`config.mk`:
```
export PLATFORM = sky130hd
export DESIGN_NAME = pla_core
export DESIGN_NICKNAME = d
export VERILOG_FILES = /design/src/rtl/pla_pkg.sv /design/src/rtl/pla_store.sv /design/src/rtl/pla_and_plane.sv /design/src/rtl/pla_or_plane.sv /design/src/rtl/pla_core.sv
export SDC_FILE = /design/constraint.sdc
export NUM_CORES = 1
export LEC_CHECK = 0
export ABC_AREA = 1
export BUFFER_PORTS_ARGS = -buffer_cell sky130_fd_sc_hd__buf_4
export CORE_MARGIN = 2
export CORE_UTILIZATION = 60
export CTS_BUF_LIST = sky130_fd_sc_hd__clkbuf_16
export DETAILED_ROUTE_END_ITERATION = 12
export GPL_TIMING_DRIVEN = 0
export PLACE_DENSITY_LB_ADDON = 0.12
export SYNTH_ARGS = -nofsm -noshare
export SYNTH_HDL_FRONTEND = slang
export SYNTH_SLANG_ARGS = --single-unit
export TNS_END_PERCENT = 100
```
`constraint.sdc`:
```
create_clock -name clk_i -period 1.4 [get_ports clk_i]
set_input_delay 0.07 -clock clk_i [delete_from_list [all_inputs] [get_ports clk_i]]
set_output_delay 0.07 -clock clk_i [all_outputs]
set_load 0.02 [all_outputs]
```
`src/rtl/pla_pkg.sv`:
```
package pla_pkg;

  typedef enum logic [1:0] {
    LIT_SKIP  = 2'b00,
    LIT_TRUE  = 2'b01,
    LIT_COMP  = 2'b10,
    LIT_NEVER = 2'b11
  } lit_e;

  function automatic logic lit_pass(lit_e code, logic x);
    unique case (code)
      LIT_SKIP:  lit_pass = 1'b1;
      LIT_TRUE:  lit_pass = x;
      LIT_COMP:  lit_pass = ~x;
      default:   lit_pass = 1'b0;
    endcase
  endfunction

endpackage

```
`src/rtl/pla_store.sv`:
```
module pla_store #(
  parameter int N_IN    = 4,
  parameter int N_TERMS = 8,
  parameter int N_OUT   = 4,
  localparam int AW     = (N_TERMS > 1) ? $clog2(N_TERMS) : 1,
  localparam int AND_W  = 2 * N_IN
) (
  input  logic                       clk_i,
  input  logic                       rst_ni,
  input  logic                       we_i,
  input  logic [AW-1:0]              addr_i,
  input  logic [AND_W-1:0]           and_row_i,
  input  logic [N_OUT-1:0]           or_row_i,
  output logic [N_TERMS*AND_W-1:0]   and_plane_o,
  output logic [N_TERMS*N_OUT-1:0]   or_plane_o
);

  for (genvar t = 0; t < N_TERMS; t++) begin : g_row
    logic row_sel;
    assign row_sel = we_i && (int'(addr_i) == t);

    always_ff @(posedge clk_i or negedge rst_ni) begin
      if (!rst_ni) begin
        and_plane_o[t*AND_W +: AND_W] <= '1;  // erased: all connected
        or_plane_o[t*N_OUT +: N_OUT]  <= '1;
      end else if (row_sel) begin
        and_plane_o[t*AND_W +: AND_W] <= and_row_i;
        or_plane_o[t*N_OUT +: N_OUT]  <= or_row_i;
      end
    end
  end

endmodule

```
`src/rtl/pla_and_plane.sv`:
```
module pla_and_plane
  import pla_pkg::*;
#(
  parameter int N_IN    = 4,
  parameter int N_TERMS = 8,
  localparam int AND_W  = 2 * N_IN
) (
  input  logic [N_IN-1:0]            in_i,
  input  logic [N_TERMS*AND_W-1:0]   and_plane_i,
  output logic [N_TERMS-1:0]         term_o
);

  for (genvar t = 0; t < N_TERMS; t++) begin : g_term
    always_comb begin
      logic hit;
      hit = 1'b1;
      for (int k = 0; k < N_IN; k++) begin
        hit &= lit_pass(lit_e'(and_plane_i[t*AND_W + 2*k +: 2]), in_i[k]);
      end
      term_o[t] = hit;
    end
  end

endmodule

```
`src/rtl/pla_or_plane.sv`:
```
module pla_or_plane #(
  parameter int N_TERMS = 8,
  parameter int N_OUT   = 4
) (
  input  logic [N_TERMS-1:0]         term_i,
  input  logic [N_TERMS*N_OUT-1:0]   or_plane_i,
  output logic [N_OUT-1:0]           sum_o
);

  for (genvar o = 0; o < N_OUT; o++) begin : g_out
    always_comb begin
      logic acc;
      acc = 1'b0;
      for (int t = 0; t < N_TERMS; t++) begin
        acc |= term_i[t] & or_plane_i[t*N_OUT + o];
      end
      sum_o[o] = acc;
    end
  end

endmodule

```
`src/rtl/pla_core.sv`:
```
module pla_core #(
  parameter int N_IN    = 4,
  parameter int N_TERMS = 8,
  parameter int N_OUT   = 4,
  localparam int AW     = (N_TERMS > 1) ? $clog2(N_TERMS) : 1,
  localparam int AND_W  = 2 * N_IN
) (
  input  logic              clk_i,
  input  logic              rst_ni,
  input  logic              cfg_mode_i,
  input  logic              wr_en_i,
  input  logic [AW-1:0]     wr_addr_i,
  input  logic [AND_W-1:0]  wr_and_i,
  input  logic [N_OUT-1:0]  wr_or_i,
  input  logic [N_IN-1:0]   in_i,
  output logic [N_OUT-1:0]  out_o
);

  logic [N_TERMS*AND_W-1:0] and_plane;
  logic [N_TERMS*N_OUT-1:0] or_plane;
  logic [N_TERMS-1:0]       term;
  logic [N_OUT-1:0]         sum;
  logic                     run_q;
  logic                     we;

  assign we = cfg_mode_i && wr_en_i && (int'(wr_addr_i) < N_TERMS);

  pla_store #(.N_IN(N_IN), .N_TERMS(N_TERMS), .N_OUT(N_OUT)) u_store (
    .clk_i       (clk_i),
    .rst_ni      (rst_ni),
    .we_i        (we),
    .addr_i      (wr_addr_i),
    .and_row_i   (wr_and_i),
    .or_row_i    (wr_or_i),
    .and_plane_o (and_plane),
    .or_plane_o  (or_plane)
  );

  pla_and_plane #(.N_IN(N_IN), .N_TERMS(N_TERMS)) u_and (
    .in_i        (in_i),
    .and_plane_i (and_plane),
    .term_o      (term)
  );

  pla_or_plane #(.N_TERMS(N_TERMS), .N_OUT(N_OUT)) u_or (
    .term_i     (term),
    .or_plane_i (or_plane),
    .sum_o      (sum)
  );

  // outputs open one edge after configure mode drops
  always_ff @(posedge clk_i or negedge rst_ni) begin
    if (!rst_ni) run_q <= 1'b0;
    else         run_q <= ~cfg_mode_i;
  end

  assign out_o = (run_q && !cfg_mode_i) ? sum : '0;

endmodule

```
== Word-level counts from Yosys, hierarchy flattened ==
Index checks and enable logic that the tools add are counted.

* Bits in registers: 97
* Output and inout bits: 4
* Word-level logic and storage cells: 254

* Eq/ne operators: 71
* Mux-type cells: 33
* Bitwise logic cells: 89
* Reduce and logical (&&, ||, !) cells: 44

{| class="wikitable"
|+ Operator list
! operator !! count
|-
| 1-bit case mux with 3 select lines || 32
|-
| 2-bit by 1-bit equality test with 1-bit output, second input constant || 32
|-
| 2-bit equality test, second input constant || 32
|-
| 2-bit logical NOT || 32
|-
| 1-bit bitwise AND || 56
|-
| 1-bit bitwise OR || 28
|-
| 3-bit equality test, second input constant || 4
|-
| 1-bit logical AND || 10
|-
| 3-bit by 2-bit equality test with 1-bit output, second input constant || 2
|-
| 1-bit inverter || 5
|-
| 4-bit two-way mux || 1
|-
| 3-bit by 1-bit equality test with 1-bit output, second input constant || 1
|-
| 3-bit logical NOT || 1
|-
| 1-bit logical NOT || 1
|}

== Longest topological paths before layout ==
Gate-level depths: netlist (run 1).

* Depth in word-level cells: 14
* Mapped depth: 9
* Gate-level depth less buffers: 8

== Hierarchy ==
A second synthesis (run 1) with hierarchy kept.

* Cell total of the unflattened synthesis: 721
* Area, all modules: 5089.9 um^2

{| class="wikitable"
|+ Modules (own cells, without submodules)
! module !! instances !! cells an instance !! area an instance (um^2)
|-
| pla_store || 1 || 444 || 3938.8
|-
| pla_and_plane || 1 || 200 || 823.3
|-
| pla_or_plane || 1 || 64 || 255.2
|-
| pla_core || 1 || 13 || 72.6
|}

== Worst setup path after synthesis (run 1) ==
OpenSTA, ideal clock, no wires.

* Kind: register -> output
* Start: reg u_store.and_plane_o[21]
* End: out out_o[0]
* Arrival time: 1.161 ns
* Required time: 1.330 ns
* Path slack: 0.169 ns
* Stages on the path, launching flop included: 8
* Cells stage by stage: dfstp_2 nand2_1 nand2_1 nor2_1 nand3_1 nand2_1 nor2_1 a21oi_1

* Cells in the longest elaborated chain, start to end: 12
* Elaborated cells on any way between the ends: 14
* Those cells by class: eq/ne (2); mux (2); bitwise (9); reduce/logical (1)

{| class="wikitable"
|+ Ends and longest elaborated chain
! element !! line !! source
|-
| from (decl) || pla_store.sv:14 || <nowiki>output logic [N_TERMS*AND_W-1:0] and_plane_o,</nowiki>
|-
| from (signal, indexed assignment) || pla_store.sv:27 || <nowiki>and_plane_o[t*AND_W +: AND_W] <= and_row_i;</nowiki>
|-
| 2-bit equality test (tied with other cells) || pla_pkg.sv:11 || <nowiki>unique case (code)</nowiki>
|-
| 1-bit case mux with 3 select lines * || pla_pkg.sv:11 ||
|-
| 1-bit bitwise AND * (2 in series) || pla_and_plane.sv:18 || <nowiki>hit &= lit_pass(lit_e'(and_plane_i[t*AND_W + 2*k +: 2]), in_i[k]);</nowiki>
|-
| 1-bit bitwise AND * || pla_or_plane.sv:15 || <nowiki>acc |= term_i[t] & or_plane_i[t*N_OUT + o];</nowiki>
|-
| 1-bit bitwise OR * (6 in series) || pla_or_plane.sv:15 ||
|-
| 4-bit two-way mux * || pla_core.sv:57 || <nowiki>assign out_o = (run_q && !cfg_mode_i) ? sum : '0;</nowiki>
|-
| to (decl) || pla_core.sv:16 || <nowiki>output logic [N_OUT-1:0] out_o</nowiki>
|}

Every way passes the cells marked *; elsewhere a longest branch is shown, timed or not.

== Worst setup path in the final report (run 1) ==
* Start: reg u_store.and_plane_o[54]
* End: out out_o[2]

* Cells in the longest elaborated chain, start to end: 7
* Elaborated cells on any way between the ends: 9
* Those cells by class: eq/ne (2); mux (2); bitwise (4); reduce/logical (1)

{| class="wikitable"
|+ Ends and longest elaborated chain
! element !! line
|-
| 2-bit equality test (tied with other cells) || pla_pkg.sv:11
|-
| 1-bit case mux with 3 select lines * || pla_pkg.sv:11
|-
| 1-bit bitwise AND * || pla_and_plane.sv:18
|-
| 1-bit bitwise AND * || pla_or_plane.sv:15
|-
| 1-bit bitwise OR * (2 in series) || pla_or_plane.sv:15
|-
| 4-bit two-way mux * || pla_core.sv:57
|}

Marks and branches as above.

==> results of run 1 <==
-- cells in the mapped netlist --
| cell type | number | area, sq um |
|---|---|---|
| nand2_1 | 201 | 754.5 |
| o21ai_0 | 98 | 490.5 |
| dfstp_2 | 96 | 2522 |
| nand3_1 | 32 | 160.2 |
| inv_1 | 25 | 93.84 |
| nor2_1 | 16 | 60.06 |
| buf_2 | 8 | 40.04 |
| clkbuf_1 | 8 | 30.03 |
| nor2_2 | 7 | 43.79 |
| nor2_4 | 6 | 67.56 |
| o21ai_2 | 5 | 43.79 |
| a21oi_1 | 4 | 20.02 |
| buf_6 | 3 | 33.78 |
| inv_4 | 2 | 12.51 |
| nand2_2 | 2 | 12.51 |
| buf_4 | 1 | 7.510 |
| dfrtp_1 | 1 | 25.02 |
| inv_2 | 1 | 3.750 |
| o21ai_4 | 1 | 16.27 |
-- final timing paths --
kind	endpoint	start	cells after the start	slack [ns]
worst max-delay path	out_o[2]	u_store.and_plane_o[54]$_DFFE_PN1P_	8	-0.33
worst min-delay path	run_q$_DFF_PN0_	rst_ni	1	-0.04
worst max register to register	u_store.or_plane_o[17]$_DFFE_PN1P_	u_store.or_plane_o[17]$_DFFE_PN1P_	2	0.62
worst min register to register	u_store.and_plane_o[60]$_DFFE_PN1P_	u_store.and_plane_o[60]$_DFFE_PN1P_	2	0.49
max in group asynchronous	run_q$_DFF_PN0_	rst_ni	1	0.76
min in group clk_i	u_store.or_plane_o[31]$_DFFE_PN1P_	wr_or_i[3]	3	0.14
-- per-layer routing --
layer / part of all wire (%) / wire [microns] / GRT usage (%)
met5: 0 / 0 / 0
met1: 41 / 4267 / 35.73
met3: 4.8 / 493 / 4.359
met4: 2.8 / 286 / 12.31
met2: 51 / 5252 / 44.42
-- what timing repair did --
item,CTS,global route
resized for setup,26,30
endpoints found under the setup margin,4,4
buffers inserted,0,0
endpoints found under the hold margin,1,0
hold buffers,1,0
pin swaps,11,17
-- flip-flops by register name, indices dropped and copies added (netlist names) --
signal / count
run_q: 1
u_store.and_plane_o: 64
u_store.or_plane_o: 32
-- worst reg2reg max path: stages, from the launching register on --
cell and delay, ns:
dfstp_2 0.54, nand2_1 0.06, o21ai_0 0.10
-- power by group through the flow --
stage / clock [W] / combinational, W / sequential (W)
6_report: 0.00243 / 0.00181 / 0.00410
5_1_grt: 0.00259 / 0.00204 / 0.00417
4_1_cts: 0.00246 / 0.00165 / 0.00408
3_5_place_dp: 0 / 0.00151 / 0.00411
3_3_place_gp: 0 / 0.00146 / 0.00408
2_1_floorplan: 0 / 0.00112 / 0.00403
-- through the flow --
step	utilization, %	std cells	total power [W]	setup WS [ns]	TNS, ns
final	72.58	656	0.008333	-0.3267	-1.273
after global routing	72.58	656	0.008808	-0.3980	-1.548
after CTS	70.95	656	0.008191	-0.3313	-1.244
after detailed placement	65.63	639	0.005617	-0.03020	-0.04970
after global placement	65.63	639	0.005539	-0.008806	-0.02009
after floorplan	-	517	0.005153	0.1690	0
-- logic make-up after synthesis --
family	count (synthesis)
AO/OA/AOI/OAI	108
buffers and inverters	48
flip-flops	97
AND/OR/NAND/NOR	264
-- final cells by class --
cell class / instances / area, sq um / area share, %
well taps: 99 / 123.9 / 2.366
repair buffers: 24 / 190.2 / 3.632
multi-input cells: 372 / 1857 / 35.46
inverters: 28 / 110.1 / 2.103
clock inverters: 7 / 71.32 / 1.362
clock buffers: 9 / 225.2 / 4.301
flip-flops and latches: 97 / 2547 / 48.65
plain buffers: 20 / 111.4 / 2.127
==> qor.txt, run 1 <==
Clk network pwr share = 29.2%
Max IR drop VDD = 0.8554 mV
Comb power frac = 21.7%
Tcrit/Tclk final = 123.3%
clock sinks = 97
post-synthesis mux area share = 0%
CP Class = flop to primary output
DIE WIDTH = 90.01 microns
Initial Utilization = 61.52%
post-synthesis sequential area ratio = 57.40%
xor/xnor share of the synthesized area = 0%
post-DP HPWL = 6992 microns
slowest CP cell = dfstp_2
delay-heaviest family, CP = flip-flops
f_max = 579.1 MHz
Vias = 3610
crit path capture type = primary output
Filler Cell Count = 540
Area Growth Syn to Fin = 17.99%
Total GRT Usage = 27.10%
routability cong. = 0.9024
Synth Area in Simple Gates = 24.75%
worst min-delay path class = primary input to async pin
Worst Skew = 0 ns
clk_lat worst skew = 0.34 ns
Initial DRT Pass Iterations = 5
final hold slack = -0.04203 ns
largest net degree at the start of global routing = 98
Net Sw Power = 0.002480 W
port bufs = 23
crit start category = flop
RSZ-0062 raised after global routing = yes
Slew HR = 22.21%
Leakage Power = 2.302 nW
initial antenna violation count = 0
Residual DRC = 0
Antenna Cells = 0
design area = 0.005236 sq mm
CP required = 1.33 ns
Worst EP arrival = 1.66 ns
worst-path cell chain = inv_2 > o21ai_4 > nor2_4 > nand3_2 > nand2_2 > nor2_4 > a21oi_2 > buf_6
Finish-stage setup viols = 4
CTS Buffer Depth = 2
antenna viol nets, final = 0
Clock H-tree levels = 3
sequential fraction of design power = 49.2%
final hold vios = 1
CTS Buf Count = 9
vias in the first global route = 3506
Clock Tree Root = clkbuf_16
final worst path period need = 1.727 ns
layout cell share with drive strength beyond 1 = 38.06%
mapped cell area = 0.004438 sq mm
failing checks = negative hold slack, negative setup slack
Netlist cell types = 19
nets = 575
global route overflow = 0
Cell Rows = 31
Pwr per Cell Area = 1591 mW/mm^2
Critical Path Most Common Cell = nor2_4
most frequent cells in the layout = 192 x nand2_1, 96 x o21ai_0, 96 x dfstp_2
adder-cell share of the synthesized area = 0%
Syn Nets = 540
status = finished with violations
Die Y = 90.01 microns
most common cell after layout, fill and taps aside = nand2_1
worst slew pin tran = 1.167 ns
final worst slack = -0.3267 ns
Yosys warnings = 0
CTS tree = done
largest family of logic cells by synthesized area = simple AND/OR/NAND/NOR gates
Worst Path Buf+Inv = 2
Avg Cell Area, Syn = 8.584 sq um
Core ar. = 0.007214 sq mm
switch share = 29.76%
Synth Area in Compound Gates = 12.86%
Int Power = 0.005853 W
routed len/inst = 15.70 microns
CP Max Fanout = 4
Post-Syn Instances = 517
IO Count = 27
#FFs+latches synth = 97
Die Area = 0.008101 sq mm
DRT Wirelength = 10300 microns
Max Cap Viol = 0
clk slew on worst S/H paths = 0.07 ns
first-pass GRT wire length = 17210 microns
Slowest Stage Delay on Critical Path = 0.54 ns
vias per cell = 5.503
Initial DRC Count = 282
fin. max-slew vios = 0
placed instance area = 0.004735 sq mm
(Power assumes the default switching activity.)
==> run 2: changes to the inputs <==
CORE_UTILIZATION = 65   (was 60)
SYNTH_HIERARCHICAL = 1   (was default)
clock period = 2.22 ns   (was 1.4 ns; I/O delays follow)
==> qor.txt, run 2 <==
CTS Buffer Depth = 2
worst slew pin tran = 1.170 ns
Avg Cell Area, Syn = 7.059 sq um
Vias = 4339
DRT Wirelength = 11550 microns
Total GRT Usage = 28.80%
Worst EP arrival = 1.99 ns
most common cell in the netlist = nand2_1
Post-Syn Instances = 721
design area = 0.005623 sq mm
#FFs+latches synth = 97
largest reg by FF count = u_store/and_plane_o
routed len/inst = 13.59 microns
clk_lat worst skew = 0.34 ns
CP Max Fanout = 4
adder-cell share of the synthesized area = 0%
Initial DRC Count = 212
Post-Place Setup Slack = 0.4560 ns
CTS tree = done
Slew HR = 21.98%
most frequent cells in the layout = 400 x nand2_1, 96 x dfstp_2, 76 x inv_1
crit path launch = u_store/and_plane_o[24]$_DFFE_PN1P_
synth top area cells = dfstp_2 50%, nand2_1 29%, inv_1 5.5%
final worst slack = 0.1143 ns
final hold vios = 0
Finish-stage setup viols = 0
top flop regs = u_store/and_plane_o: 64 flops, u_store/or_plane_o: 32 flops, run_q: 1 flops
register-to-register setup slack = 1.46 ns
Clock H-tree levels = 3
Pwr per Cell Area = 931.9 mW/mm^2
Synth Area in Compound Gates = 0%
Die Area = 0.008554 sq mm
first-pass GRT wire length = 19270 microns
post-synthesis mux area share = 0%
Max IR drop VDD = 0.5690 mV
placed instance area = 0.005293 sq mm
final cell count without fillers = 850
Cell Rows = 32
top-area cell type share of the netlist area = 49.56%
Max Cap Viol = 0
largest net degree at the start of global routing = 98
worst min-delay path class = primary input to async pin
Worst Skew = 0 ns
status = finished clean
Initial Utilization = 66.56%
R2R depth = 2
Yosys warnings = 6
CP Class = flop to primary output
routability cong. = 0.8524
Tcrit/Tclk final = 94.85%
reg2reg end = u_store/or_plane_o[22]$_DFFE_PN1P_
Async SR Flop Fraction = 100.0%
clk slew on worst S/H paths = 0.06 ns
port bufs = 10
Filler Cell Count = 605
Synth Area in Simple Gates = 38.23%
nets = 766
Netlist cell types = 16
IO Count = 27
clock sinks = 97
Residual DRC = 0
Primary FF master, synth = dfstp_2
Inst Count DP = 833
largest family of logic cells by synthesized area = simple AND/OR/NAND/NOR gates
Die Y = 92.49 microns
Leakage Power = 3.093 nW
Clock Tree Root = clkbuf_16
Syn Nets = 744
r2r startpoint = u_store/or_plane_o[22]$_DFFE_PN1P_
crit path capture type = primary output
f_max = 474.9 MHz
layout cell share with drive strength beyond 1 = 24.60%
vias per cell = 5.105
flip-flop count of the largest register after layout = 64
vias in the first global route = 4282
Core ar. = 0.007647 sq mm
CP required = 2.11 ns
final worst path period need = 2.106 ns
final hold slack = 0.04675 ns
initial antenna violation count = 0
CTS Buf Count = 9
leading area contributor after synthesis = dfstp_2
post-synthesis sequential area ratio = 50.05%
antenna viol nets, final = 0
DIE WIDTH = 92.49 microns
crit start category = flop
number of flops mapped to enable cells by yosys = 0
Area Growth Syn to Fin = 10.47%
mapped cell area = 0.005090 sq mm
Initial DRT Pass Iterations = 5
post-DP HPWL = 7980 microns
global route overflow = 0
most common cell after layout, fill and taps aside = nand2_1
xor/xnor share of the synthesized area = 0%
fin. max-slew vios = 0
Antenna Cells = 0
RSZ-0062 raised after global routing = yes
Synth top cells by count = 400 x nand2_1, 96 x dfstp_2, 74 x inv_1, 48 x nand3_1, 38 x nor2_1
-- run 2: cell types whose count changed after synthesis, sizes merged --
cell	previous run	this run
clkbuf	8	13
nand2	203	403
nand3	32	48
a21oi	4	0
inv	28	79
nor2	29	44
o21ai	104	0
buf	12	37
-- run 2: layer usage --
| layer | global-route usage, % | vias to the layer above | part of all wire (%) |
|---|---|---|---|
| met3 | 3.336 | 24 | 5.6 |
| met1 | 36.17 | 2027 | 42 |
| met5 | 0 | - | 0 |
| met2 | 50.49 | 142 | 50 |
| met4 | 12.19 | 0 | 2.4 |
| li1 | - | 2146 | - |
-- run 2: power breakdown --
part	leakage [nW]	internal, W	switching [W]
Combinational	1.92	0.000410	0.000626
Clock	0.154	0.000977	0.000651
Sequential	1.02	0.00238	0.000193
-- run 2: layout make-up --
cell class                 instances  area, sq um  area share, %
clock inverter                     7        87.58          1.558
multi-input combinational        495         1953          34.74
tap                              102        127.6          2.270
inverter                          79        296.5          5.274
timing repair buffer              11        85.08          1.513
sequential                        97         2547          45.30
clock buffer                       9        225.2          4.005
buffer                            50        300.3          5.340
-- run 2: how the worst max path moves through the flow --
| stage | depth (start not counted) | slack, ns | to |
|---|---|---|---|
| 2_1_floorplan | 13 | 0.77 | out_o[0] |
| 6_report | 14 | 0.11 | out_o[1] |
| 3_3_place_gp | 14 | 0.52 | out_o[1] |
| 5_1_grt | 14 | -0.03 | out_o[1] |
| 4_1_cts | 14 | 0.09 | out_o[1] |
| 3_5_place_dp | 14 | 0.46 | out_o[1] |
-- run 2: metrics by stage --
stage	power [W]	util [%]	setup TNS [ns]
2_1_floorplan	0.003322	-	0
3_3_place_gp	0.003545	69.21	0
3_5_place_dp	0.003608	69.21	0
4_1_cts	0.005259	73.43	0
5_1_grt	0.005530	73.53	-0.02812
6_report	0.005240	73.53	0
-- run 2: cells by family after synthesis --
kind of cell,Yosys count
and+or+nand+nor,495
buffers and inverters,129
DFF,97
-- run 2: what timing repair did --
action / CTS / global route
buffers inserted: 0 / 0
endpoints found under the setup margin: 0 / 3
gates resized for setup: 0 / 3
hold buffers: 1 / 0
endpoints found under the hold margin: 1 / 0
-- run 2: critical path, stage by stage, from the launching register on --
cell and delay [ns]:
dfstp_2 0.53, inv_1 0.04, nor2_1 0.07, nor2_1 0.04, nand2_1 0.10, nor2_1 0.05
buf_4 0.14, nand2_1 0.06, nand2_1 0.06, nor2_2 0.13, nand2_1 0.07, buf_4 0.13
inv_1 0.04, nor2_1 0.04, buf_4 0.15
==> run 3: changes to the inputs <==
RECOVER_POWER = 100   (was default)
==> qor.txt, run 3 (same netlist as run 2, synthesis figures left out) <==
status = finished with violations
failing checks = max-capacitance violations, max-slew violations
CP Class = flop to primary output
Worst Skew = 0 ns
Vias = 4355
Initial DRT Pass Iterations = 5
r2r startpoint = u_store/or_plane_o[22]$_DFFE_PN1P_
Clock H-tree levels = 3
Residual DRC = 0
CP required = 2.11 ns
Slowest Stage Delay on Critical Path = 0.53 ns
first-pass GRT wire length = 19270 microns
IO Count = 27
Hold Startpoint = wr_addr_i[0]
Max IR drop VDD = 0.5690 mV
vias per cell = 5.124
worst min-delay path class = primary input to flop
most common cell after layout, fill and taps aside = nand2_1
most frequent cells in the layout = 400 x nand2_1, 96 x dfstp_2, 77 x inv_1
fin. max-slew vios = 98
Clock Tree Root = clkbuf_16
routability cong. = 0.8524
Die Y = 92.49 microns
post-DP HPWL = 7980 microns
placed instance area = 0.005293 sq mm
f_max = 475.3 MHz
worst slew pin tran = 2.305 ns
Filler Cell Count = 616
Total GRT Usage = 28.80%
Die Area = 0.008554 sq mm
CTS Buffer Depth = 2
Finish-stage setup viols = 0
Leakage Power = 3.073 nW
flip-flop count of the largest register after layout = 64
top flop regs = u_store/and_plane_o: 64 flops, u_store/or_plane_o: 32 flops, run_q: 1 flops
crit start category = flop
Cell Rows = 32
antenna viol nets, final = 0
slowest CP cell = dfstp_2
CTS Buf Count = 9
Slew HR = -53.67%
nets = 766
port bufs = 10
Max Cap Viol = 1
Antenna Cells = 0
Core ar. = 0.007647 sq mm
Tcrit/Tclk final = 94.78%
CTS tree = done
final worst path period need = 2.104 ns
clock sinks = 97
Initial Utilization = 66.56%
design area = 0.005603 sq mm
crit path capture type = primary output
Pwr per Cell Area = 935.3 mW/mm^2
routed len/inst = 13.63 microns
crit path launch = u_store/and_plane_o[24]$_DFFE_PN1P_
final worst slack = 0.1159 ns
Post-Place Setup Slack = 0.4560 ns
RSZ-0062 raised after global routing = yes
global route overflow = 0
vias in the first global route = 4282
Area Growth Syn to Fin = 10.08%
Worst EP arrival = 1.99 ns
clk slew on worst S/H paths = 0.07 ns
largest net degree at the start of global routing = 98
worst-path cell chain = inv_1 > nor2_1 > nor2_1 > nand2_1 > nor2_1 > buf_4 > nand2_1 > nand2_1 > nor2_2 > nand2_1 > buf_4 > inv_1 > nor2_1 > buf_4
clk_lat worst skew = 0.34 ns
Setup Fix Bufs, Post-CTS = 0
post-layout util = 73.27%
final hold vios = 0
largest reg by FF count = u_store/and_plane_o
DRT Wirelength = 11590 microns
DIE WIDTH = 92.49 microns
Initial DRC Count = 253
CP Max Fanout = 4
layout cell share with drive strength beyond 1 = 23.26%
initial antenna violation count = 0
-- run 3: changes by cell type in the layout (fill, tap and decap cells not counted), sizes merged --
cell,change
buf,-10
clkbuf,+10
-- run 3: what timing repair did --
item                       CTS  global route
resized for setup            0             3
hold endpoints to repair     1             0
hold buffers                 1             0
setup endpoints to repair    0             3
-- run 3: per-stage QoR --
stage / hold WS, ns / setup TNS, ns / power [W] / instances
6_report: 0.07875 / 0 / 0.005240 / 850
5_1_grt: 0.1013 / -0.02812 / 0.005526 / 850
4_1_cts: 0.06183 / 0 / 0.005259 / 850
3_5_place_dp: 0.2810 / 0 / 0.003608 / 833
3_3_place_gp: 0.2767 / 0 / 0.003545 / 833
2_1_floorplan: -0.1846 / 0 / 0.003322 / 721
-- run 3: area by class of cell --
type	instances	area [sq um]	share of cell area, %
flip-flops and latches	97	2547	45.47
multi-input cells	495	1951	34.81
inverters	79	296.5	5.293
plain buffers	50	287.8	5.136
clock buffers	9	225.2	4.020
well taps	102	127.6	2.278
clock inverters	7	87.58	1.563
repair buffers	11	80.08	1.429
-- run 3: routing by layer --
metal,global-route usage [%],vias up,share of wire (%)
met5,0,-,0
met4,12.19,0,2.6
met3,3.336,26,5.7
met2,50.49,141,50
met1,36.17,2044,42
li1,-,2144,-
-- run 3: critical path, delay by kind of cell (launching register included) --
family        cells  cell delay, ns
simple gates      9            0.61
buf+inv           5            0.50
flops             1            0.53
-- run 3: path summary, 6_finish.rpt --
check                                                      end  slack [ns]  cells after the start
max reg2reg                 u_store/or_plane_o[22]$_DFFE_PN1P_        1.45                      2
min in group asynchronous                      run_q$_DFF_PN0_        0.49                      1
max                                                   out_o[1]        0.12                     14
min                         u_store/or_plane_o[11]$_DFFE_PN1P_        0.08                      4
max in group asynchronous                      run_q$_DFF_PN0_        0.43                      1
min reg2reg                u_store/and_plane_o[60]$_DFFE_PN1P_        0.46                      2
-- run 3: where the power goes --
part,switching (W),internal [W]
Clock,0.000654,0.000977
Sequential,0.000193,0.00238
Combinational,0.000627,0.000406
